==> src/rtl/flag_pkg.sv <==
package flag_pkg;
  typedef enum logic [2:0] {
    OP_ADD  = 3'd0,
    OP_SUB  = 3'd1,
    OP_CMP  = 3'd2,
    OP_MCP  = 3'd3,
    OP_MOVE = 3'd4,
    OP_MULS = 3'd5,
    OP_MULU = 3'd6,
    OP_BTST = 3'd7
  } flag_op_e;

  localparam int FB_C = 0;
  localparam int FB_V = 1;
  localparam int FB_Z = 2;
  localparam int FB_N = 3;
  localparam int FB_X = 4;
  localparam int FB_R = 8;
endpackage

==> src/rtl/sign_flags.sv <==
module sign_flags #(
  parameter int DATA_W = 32
) (
  input  logic [1:0]        size_i,
  input  logic              inv_i,
  input  logic [DATA_W-1:0] src_i,
  input  logic [DATA_W-1:0] dst_i,
  input  logic [DATA_W-1:0] res_i,
  output logic              n_o,
  output logic              z_o,
  output logic              v_o,
  output logic              c_o
);
  localparam int NBYTES = DATA_W / 8;

  logic [NBYTES-1:0] lane_zero;
  logic s_src, s_dst, s_res, zero_sz;

  genvar gi;
  generate
    for (gi = 0; gi < NBYTES; gi++) begin : g_lane
      assign lane_zero[gi] = (res_i[8*gi +: 8] == 8'h00);
    end
  endgenerate

  always_comb begin
    case (size_i)
      2'd0: begin
        s_src   = src_i[7];
        s_dst   = dst_i[7];
        s_res   = res_i[7];
        zero_sz = lane_zero[0];
      end
      2'd1: begin
        s_src   = src_i[15];
        s_dst   = dst_i[15];
        s_res   = res_i[15];
        zero_sz = &lane_zero[1:0];
      end
      default: begin
        s_src   = src_i[DATA_W-1];
        s_dst   = dst_i[DATA_W-1];
        s_res   = res_i[DATA_W-1];
        zero_sz = &lane_zero;
      end
    endcase
  end

  logic s_eff, c_raw;
  always_comb begin
    s_eff = s_src ^ inv_i;
    n_o   = s_res;
    if (s_res) begin
      z_o   = 1'b0;
      v_o   = ~s_eff & ~s_dst;
      c_raw = s_eff & s_dst;
    end else begin
      z_o   = zero_sz;
      v_o   = s_eff & s_dst;
      c_raw = s_eff | s_dst;
    end
    c_o = c_raw ^ inv_i;
  end
endmodule

==> src/rtl/mul_flags.sv <==
module mul_flags #(
  parameter int DATA_W = 32
) (
  input  logic              signed_i,
  input  logic [DATA_W-1:0] lo_i,
  input  logic [DATA_W-1:0] hi_i,
  output logic              n_o,
  output logic              z_o,
  output logic              v_o
);
  logic [DATA_W-1:0] ext;
  always_comb begin
    ext = signed_i ? {DATA_W{lo_i[DATA_W-1]}} : '0;
    n_o = hi_i[DATA_W-1];
    z_o = (hi_i == '0) && (lo_i == '0);
    v_o = (hi_i != ext);
  end
endmodule

==> src/rtl/btst_flags.sv <==
module btst_flags #(
  parameter int DATA_W = 32
) (
  input  logic [DATA_W-1:0] word_i,
  input  logic [DATA_W-1:0] sel_i,
  output logic              n_o,
  output logic              z_o
);
  localparam int IDX_W = $clog2(DATA_W);

  logic [IDX_W-1:0]  idx;
  logic [DATA_W-1:0] low_mask;

  assign idx = sel_i[IDX_W-1:0];

  genvar gi;
  generate
    for (gi = 0; gi < DATA_W; gi++) begin : g_low
      assign low_mask[gi] = (gi <= int'(idx));
    end
  endgenerate

  assign n_o = word_i[idx];
  assign z_o = ((word_i & low_mask) == '0);
endmodule

==> src/rtl/flag_eval.sv <==
module flag_eval
  import flag_pkg::*;
#(
  parameter int DATA_W = 32,
  parameter int STAT_W = 32
) (
  input  logic              clk,
  input  logic              rst,
  input  logic [2:0]        op_i,
  input  logic [1:0]        size_i,
  input  logic [DATA_W-1:0] src_i,
  input  logic [DATA_W-1:0] dst_i,
  input  logic [DATA_W-1:0] res_i,
  input  logic [DATA_W-1:0] hi_i,
  input  logic [STAT_W-1:0] mask_i,
  input  logic              x_i,
  input  logic [STAT_W-1:0] stat_i,
  output logic [STAT_W-1:0] stat_o
);
  localparam logic [STAT_W-1:0] XBIT = STAT_W'(1) << FB_X;
  localparam logic [STAT_W-1:0] ZBIT = STAT_W'(1) << FB_Z;
  localparam logic [STAT_W-1:0] BTST_CLR =
    (STAT_W'(1) << FB_X) | (STAT_W'(1) << FB_N) | (STAT_W'(1) << FB_Z);

  flag_op_e op;
  assign op = flag_op_e'(op_i);

  logic       inv;
  logic [1:0] eff_size;
  assign inv      = (op == OP_SUB) || (op == OP_CMP);
  assign eff_size = (op == OP_MCP) ? 2'd2 : size_i;

  logic a_n, a_z, a_v, a_c;
  sign_flags #(.DATA_W(DATA_W)) u_sign (
    .size_i (eff_size),
    .inv_i  (inv),
    .src_i  (src_i),
    .dst_i  (dst_i),
    .res_i  (res_i),
    .n_o    (a_n),
    .z_o    (a_z),
    .v_o    (a_v),
    .c_o    (a_c)
  );

  logic m_n, m_z, m_v;
  mul_flags #(.DATA_W(DATA_W)) u_mul (
    .signed_i (op == OP_MULS),
    .lo_i     (res_i),
    .hi_i     (hi_i),
    .n_o      (m_n),
    .z_o      (m_z),
    .v_o      (m_v)
  );

  logic b_n, b_z;
  btst_flags #(.DATA_W(DATA_W)) u_btst (
    .word_i (dst_i),
    .sel_i  (src_i),
    .n_o    (b_n),
    .z_o    (b_z)
  );

  logic [STAT_W-1:0] flags, wmask, merged, next_stat;

  always_comb begin
    flags = '0;
    case (op)
      OP_MULS, OP_MULU: begin
        flags[FB_N] = m_n;
        flags[FB_Z] = m_z;
        flags[FB_V] = m_v;
      end
      OP_MCP: begin
        flags[FB_N] = a_n;
        flags[FB_Z] = a_z;
        flags[FB_V] = a_v;
        flags[FB_R] = a_c;
      end
      OP_MOVE: begin
        flags[FB_N] = a_n;
        flags[FB_Z] = a_z;
        if (size_i == 2'd0) begin
          flags[FB_V] = a_v;
          flags[FB_C] = a_c;
        end
      end
      default: begin
        flags[FB_N] = a_n;
        flags[FB_Z] = a_z;
        flags[FB_V] = a_v;
        flags[FB_C] = a_c;
      end
    endcase
  end

  always_comb begin
    wmask = mask_i | XBIT;
    if (x_i && flags[FB_Z])
      wmask = wmask & ~ZBIT;
    merged = (stat_i & ~wmask) | (flags & wmask);
  end

  always_comb begin
    if (op == OP_BTST) begin
      next_stat = stat_i & ~BTST_CLR;
      next_stat[FB_N] = b_n;
      next_stat[FB_Z] = b_z;
    end else begin
      next_stat = merged;
    end
  end

  always_ff @(posedge clk) begin
    if (rst) stat_o <= '0;
    else     stat_o <= next_stat;
  end


  x_clear_chk: assert property (@(posedge clk) disable iff (rst)
    1'b1 |=> !stat_o[FB_X]);


  unmasked_keep_chk: assert property (@(posedge clk) disable iff (rst)
    (op != OP_BTST) |=>
      (((stat_o ^ $past(stat_i)) & ~($past(mask_i) | XBIT)) == '0));


  ext_z_sticky_chk: assert property (@(posedge clk) disable iff (rst)
    (op != OP_BTST && x_i && !stat_i[FB_Z]) |=> !stat_o[FB_Z]);


  sign_nz_excl_chk: assert property (@(posedge clk) disable iff (rst)
    !(a_n && a_z));


  btst_nz_excl_chk: assert property (@(posedge clk) disable iff (rst)
    !(b_n && b_z));


  mul_nz_excl_chk: assert property (@(posedge clk) disable iff (rst)
    !(m_n && m_z));
endmodule

==> config.mk <==
export PLATFORM = sky130hd
export DESIGN_NAME = flag_eval
export DESIGN_NICKNAME = d
export VERILOG_FILES = /design/src/rtl/flag_pkg.sv /design/src/rtl/sign_flags.sv /design/src/rtl/mul_flags.sv /design/src/rtl/btst_flags.sv /design/src/rtl/flag_eval.sv
export SDC_FILE = /design/constraint.sdc
export NUM_CORES = 1
export LEC_CHECK = 0
export BUFFER_PORTS_ARGS = -buffer_cell sky130_fd_sc_hd__buf_4
export CAP_MARGIN = 10
export CORE_AREA = 2 2 89 91
export CTS_CLUSTER_DIAMETER = 30
export DETAILED_ROUTE_END_ITERATION = 7
export DIE_AREA = 0 0 91 93
export PLACE_DENSITY = 0.7
export SYNTH_ARGS = -nofsm -noshare
export SYNTH_HDL_FRONTEND = slang
export SYNTH_SLANG_ARGS = --single-unit
==> constraint.sdc <==
create_clock -name clk -period 2.5 [get_ports clk]
set_input_delay 0.125 -clock clk [delete_from_list [all_inputs] [get_ports clk]]
set_output_delay 0.125 -clock clk [all_outputs]
set_load 0.02 [all_outputs]
==> Yosys cells after proc, flatten, opt, wreduce, memory -nomap -nowiden <==
Index checks and enable logic that the tools add are counted.
{ "op_classes": {"order_cmp": 32, "eq_ne": 9, "mux": 17, "bitwise_logic": 12, "reduce_logical": 17} }
{ "op_table": {"columns": ["cell", "n"], "rows": [
  ["$logic_not A32 Y1", 3],
  ["$le A5 B5 Y1 const A", 16],
  ["$and A32 B32 Y32", 2],
  ["$mux W32", 2],
  ["$le A4 B5 Y1 const A", 8],
  ["$and A9 B32 Y32", 1],
  ["$logic_not A8 Y1", 4],
  ["$ne A32 B32 Y1", 1],
  ["$not A32 Y32", 1],
  ["$or A32 B32 Y32", 1],
  ["$le A3 B5 Y1 const A", 4],
  ["$eq A3 B3 Y1 const B", 4],
  ["$le A2 B5 Y1 const A", 2],
  ["$pmux W1 S2", 5],
  ["$eq A3 B2 Y1 const B", 2],
  ["$lt A5 B6 Y1 const B", 1],
  ["$pmux W3 S2", 1],
  ["$bmux W1 S5", 1],
  ["$le A1 B5 Y1 const A", 1],
  ["$mux W1", 5],
  ["$logic_not A2 Y1", 2],
  ["$mux W2", 2],
  ["$reduce_and A4 Y1", 1],
  ["$reduce_or A2 Y1", 2],
  ["11 further kinds", 15]
]} }
{ "totals": {"regBits": 32, "inputBits": 200, "out_inout_bits": 32, "word_cells": 89} }

==> Logic depth before layout (Yosys ltp) <==
{ "logic_depth": {"ltp_word": 16, "depth_mapped": 9, "ltp_nobuf": 6} }

==> Hierarchy <==
From an unflattened synthesis, not the netlist that was laid out.
{ "hier_totals": {"hier_cells": 276, "area_unflattened_um2": 2273.4} }
{ "modules_own_cells": {"columns": ["mod", "instances", "cells_per_inst", "area_per_inst_um2", "seq_area_each_um2"], "rows": [
  ["flag_eval", 1, 133, 1193.6, 620.6],
  ["btst_flags", 1, 74, 615.6, 0.0],
  ["sign_flags", 1, 33, 237.7, 0.0],
  ["mul_flags", 1, 36, 226.5, 0.0]
]} }

==> Least setup slack after synthesis <==
OpenSTA, ideal clock, no wires.
{ "synth_path": {"path_type": "in2reg", "startpoint": "in src_i[0]", "endpoint": "reg stat_o[3]", "setup_time_ns": 0.114, "arrival_time_ns": 1.810, "required_ns": 2.386, "slack_ns": 0.576, "cell_stages": 6, "path_buffers": 2, "path_cell_list": "buf_2 -> buf_6 -> mux4_2 -> mux4_2 -> mux2_2 -> a21o_1"} }
{ "synth_via": {"elab_chain_len": 3} }
{ "synth_lines": {"columns": ["item", "line", "source"], "rows": [
  ["from (decl)", "flag_eval.sv:11", "input logic [DATA_W-1:0] src_i,"],
  ["$bmux W1 S5", "btst_flags.sv:23", "assign n_o = word_i[idx];"],
  ["$mux W1 (not written as such)", "btst_flags.sv:23", null],
  ["$mux W32", "flag_eval.sv:105", "if (op == OP_BTST) begin"],
  ["to (signal assigned)", "flag_eval.sv:116", "else stat_o <= next_stat;"],
  ["to (decl)", "flag_eval.sv:18", "output logic [STAT_W-1:0] stat_o"]
]} }
Every way passes these cells. The select of a mux whose other input is x is not followed.
A chain may end at the register's enable or synchronous reset.

==> Worst setup path after layout <==
Ends and elaborated chain as after synthesis.

==> results.sh <==
export IMPL_initial_core_util_pct=29.4
export IMPL_die_w_um=91
export IMPL_wl_met3_um=912
export IMPL_ios=232
export IMPL_met2WireLength_um=4360
export IMPL_largest_register="stat_o"
export IMPL_crit_start="src_i[0]"
export IMPL_synth_edff_count=0
export IMPL_dr_first_iter_drc_count=109
export IMPL_diodes=0
export IMPL_grt_pass1_wl_um=13500
export IMPL_wl_per_cell_um=15.1
export IMPL_cp_top_family="multiplexers"
export IMPL_reg_largest_list="stat_o x31"
export IMPL_die_h_um=93
export IMPL_syn_area_per_cell_sq_um=8.37
export IMPL_crit_buf_inv=1
export IMPL_drv_slew=0
export IMPL_synth_async_reset_ratio_pct=0
export IMPL_hold_class="in -> reg"
export IMPL_mostFrequentLayoutCells="buf_4, a21oi_1, dfxtp_1"
export IMPL_yosys_most_used_dff="dfxtp_1"
export IMPL_worst_path_stages=5
export IMPL_core_area_sq_um=7530
export IMPL_cts_sinks=31
export IMPL_vias=2920
export IMPL_grt_total_usage_pct=19.7
export IMPL_root_buffer="clkbuf_8"
export IMPL_overflow=0
export IMPL_htree_levels=2
export IMPL_vdd_drop_max_mv=0.192
export IMPL_antenna_found_initial=0
export IMPL_yosys_cell_types_count=54
export IMPL_cp_cell_sequence="buf_4 -> mux4_2 -> mux4_2 -> mux2_2 -> a21o_1"
export IMPL_status="complete, no violations"
export IMPL_die_area_sq_um=8460
export IMPL_tritoncts="done"
export IMPL_fmax_mhz=584
export IMPL_yosys_area_top_type="dfxtp_1"
export IMPL_largest_register_ffs=31
export IMPL_yosysTopAreaCellShare_pct=28.1
export IMPL_synth_area_top_cells="dfxtp_1, mux4_2, a21oi_1, nand2b_1, nor4_1"
export IMPL_hold_viol_final=0
export IMPL_max_cap_viol_count=0
export IMPL_crit_path_start_kind="input pin"
export IMPL_grt_pass1_vias=2914
export IMPL_met1_length_um=3120
export IMPL_io_buffers=204
export IMPL_multi_input_area_sq_um=1510
export IMPL_timing_final_crit_share_pct=68.5
export IMPL_crit_path_max_fanout=23
export IMPL_clk_pin_slew_ns=0.07
export IMPL_dp_hpwl_um=7040
export IMPL_rsz0062_at_grt="no"
export IMPL_nNetsFinal=672
export IMPL_avgViaCountPerCell=5.08
export IMPL_syn_area_sq_um=2210
export IMPL_p_leak_nw=1.84
export IMPL_grt_max_degree=33
export IMPL_fill_cells=723
export IMPL_critPathRequiredTime_ns=2.67
export IMPL_synth_seq_area_share_pct=28.1
export IMPL_crit_type="in -> reg"
export IMPL_syn_num_nets=464
export IMPL_final_common_cell="buf_4"
export IMPL_routabilityCongestion=0.948
export IMPL_ys_ff_latch=31
export IMPL_setup_violations=0
export IMPL_drc=0
export IMPL_areaGrowthSynthToFinish_pct=83.1
export IMPL_tns_ns=0
export IMPL_highest_signal_layer="met4"
export IMPL_register_area_sq_um=621
export IMPL_netlist_instances=264
export IMPL_critPathArrivalTime_ns=1.88
export IMPL_crit_path_end_kind="flip-flop"
export IMPL_cp_slowest_cell="mux4_2"
export IMPL_cts_buffer_depth=2
export IMPL_ys_warnings_count=0
export IMPL_route_final_wire_length_um=8670
export IMPL_p_total_w=0.00157
export IMPL_rows=32
export IMPL_numCtsBuffers=5
export IMPL_slowest_delay_ns=0.55
export IMPL_crit_top_cell="mux4_2"
export IMPL_dr_pass1_iters=4
export IMPL_fin_crit_ns=1.71
export IMPL_p_per_area_nw_per_um2=387
export IMPL_endpoint="stat_o[3]"
export IMPL_ant_nets=0
export IMPL_drive_above_1_share_pct=48.4
[cell usage after synthesis (4+ instances only)]
master and instances:
a21oi_1 39, clkbuf_1 11, dfxtp_1 31, mux2_2 5
mux2i_1 5, mux4_2 10, nand2_1 16, nand2b_1 28
nand3_1 4, nand4_1 13, nor2_1 13, nor4_1 19
o21ai_1 6
[routing by layer]
layer / global-route usage [%] / vias up
li1: - / 1440
met3: 6.45 / 24
met5: 0 / -
met4: 8.08 / 0
met1: 21.3 / 1288
met2: 35.7 / 168
[layout make-up]
cell class | instances | share of cell area, %
clock buffer | 6 | 2.04
inverter | 2 | 0.185
timing repair buffer | 218 | 41.2
multi-input combinational | 214 | 37.2
sequential | 31 | 15.3
tap | 102 | 3.15
clock inverter | 2 | 0.866
[through the flow]
step	utilization (%)	worst slack [ns]	std cells	area (sq um)	hold slack [ns]
after detailed placement	50.5	0.501	554	3800	0.299
after global placement	50.5	0.530	554	3800	0.295
after global routing	53.8	0.709	575	4050	0.00224
after floorplan	-	0.576	264	2210	0.213
after CTS	53.6	0.796	574	4040	0.000341
final	53.8	0.786	575	4050	0.0113
[report_power, final]
group / internal [W] / switching (W)
Clock: 0.000322 / 0.000179
Sequential: 0.000520 / 0.00000716
Combinational: 0.000317 / 0.000223
[logic make-up after synthesis]
logic type	Yosys count	synth area share [%]
AOI/OAI and AO/OA	80	22.9
xor gates and xnor gates	2	0.792
buffers and inverters	19	3.85
DFF	31	28.1
muxes	20	15.0
other	1	0.170
and+or+nand+nor	111	29.2
[repair_timing]
action / CTS / global route
hold buffers: 12 / 1
setup buffers: 0 / 0
endpoints found under the hold margin: 12 / 1
resized for setup: 0 / 0
[how the worst min path moves through the flow]
stage                    start    endpoint  depth (start not counted)
global placement    mask_i[14]  stat_o[14]                          2
CTS                 mask_i[22]  stat_o[22]                          2
finish              mask_i[11]  stat_o[11]                          2
floorplan           mask_i[10]  stat_o[10]                          1
detailed placement  mask_i[27]  stat_o[27]                          2
global route        mask_i[20]  stat_o[20]                          2
(Power assumes the default switching activity.)
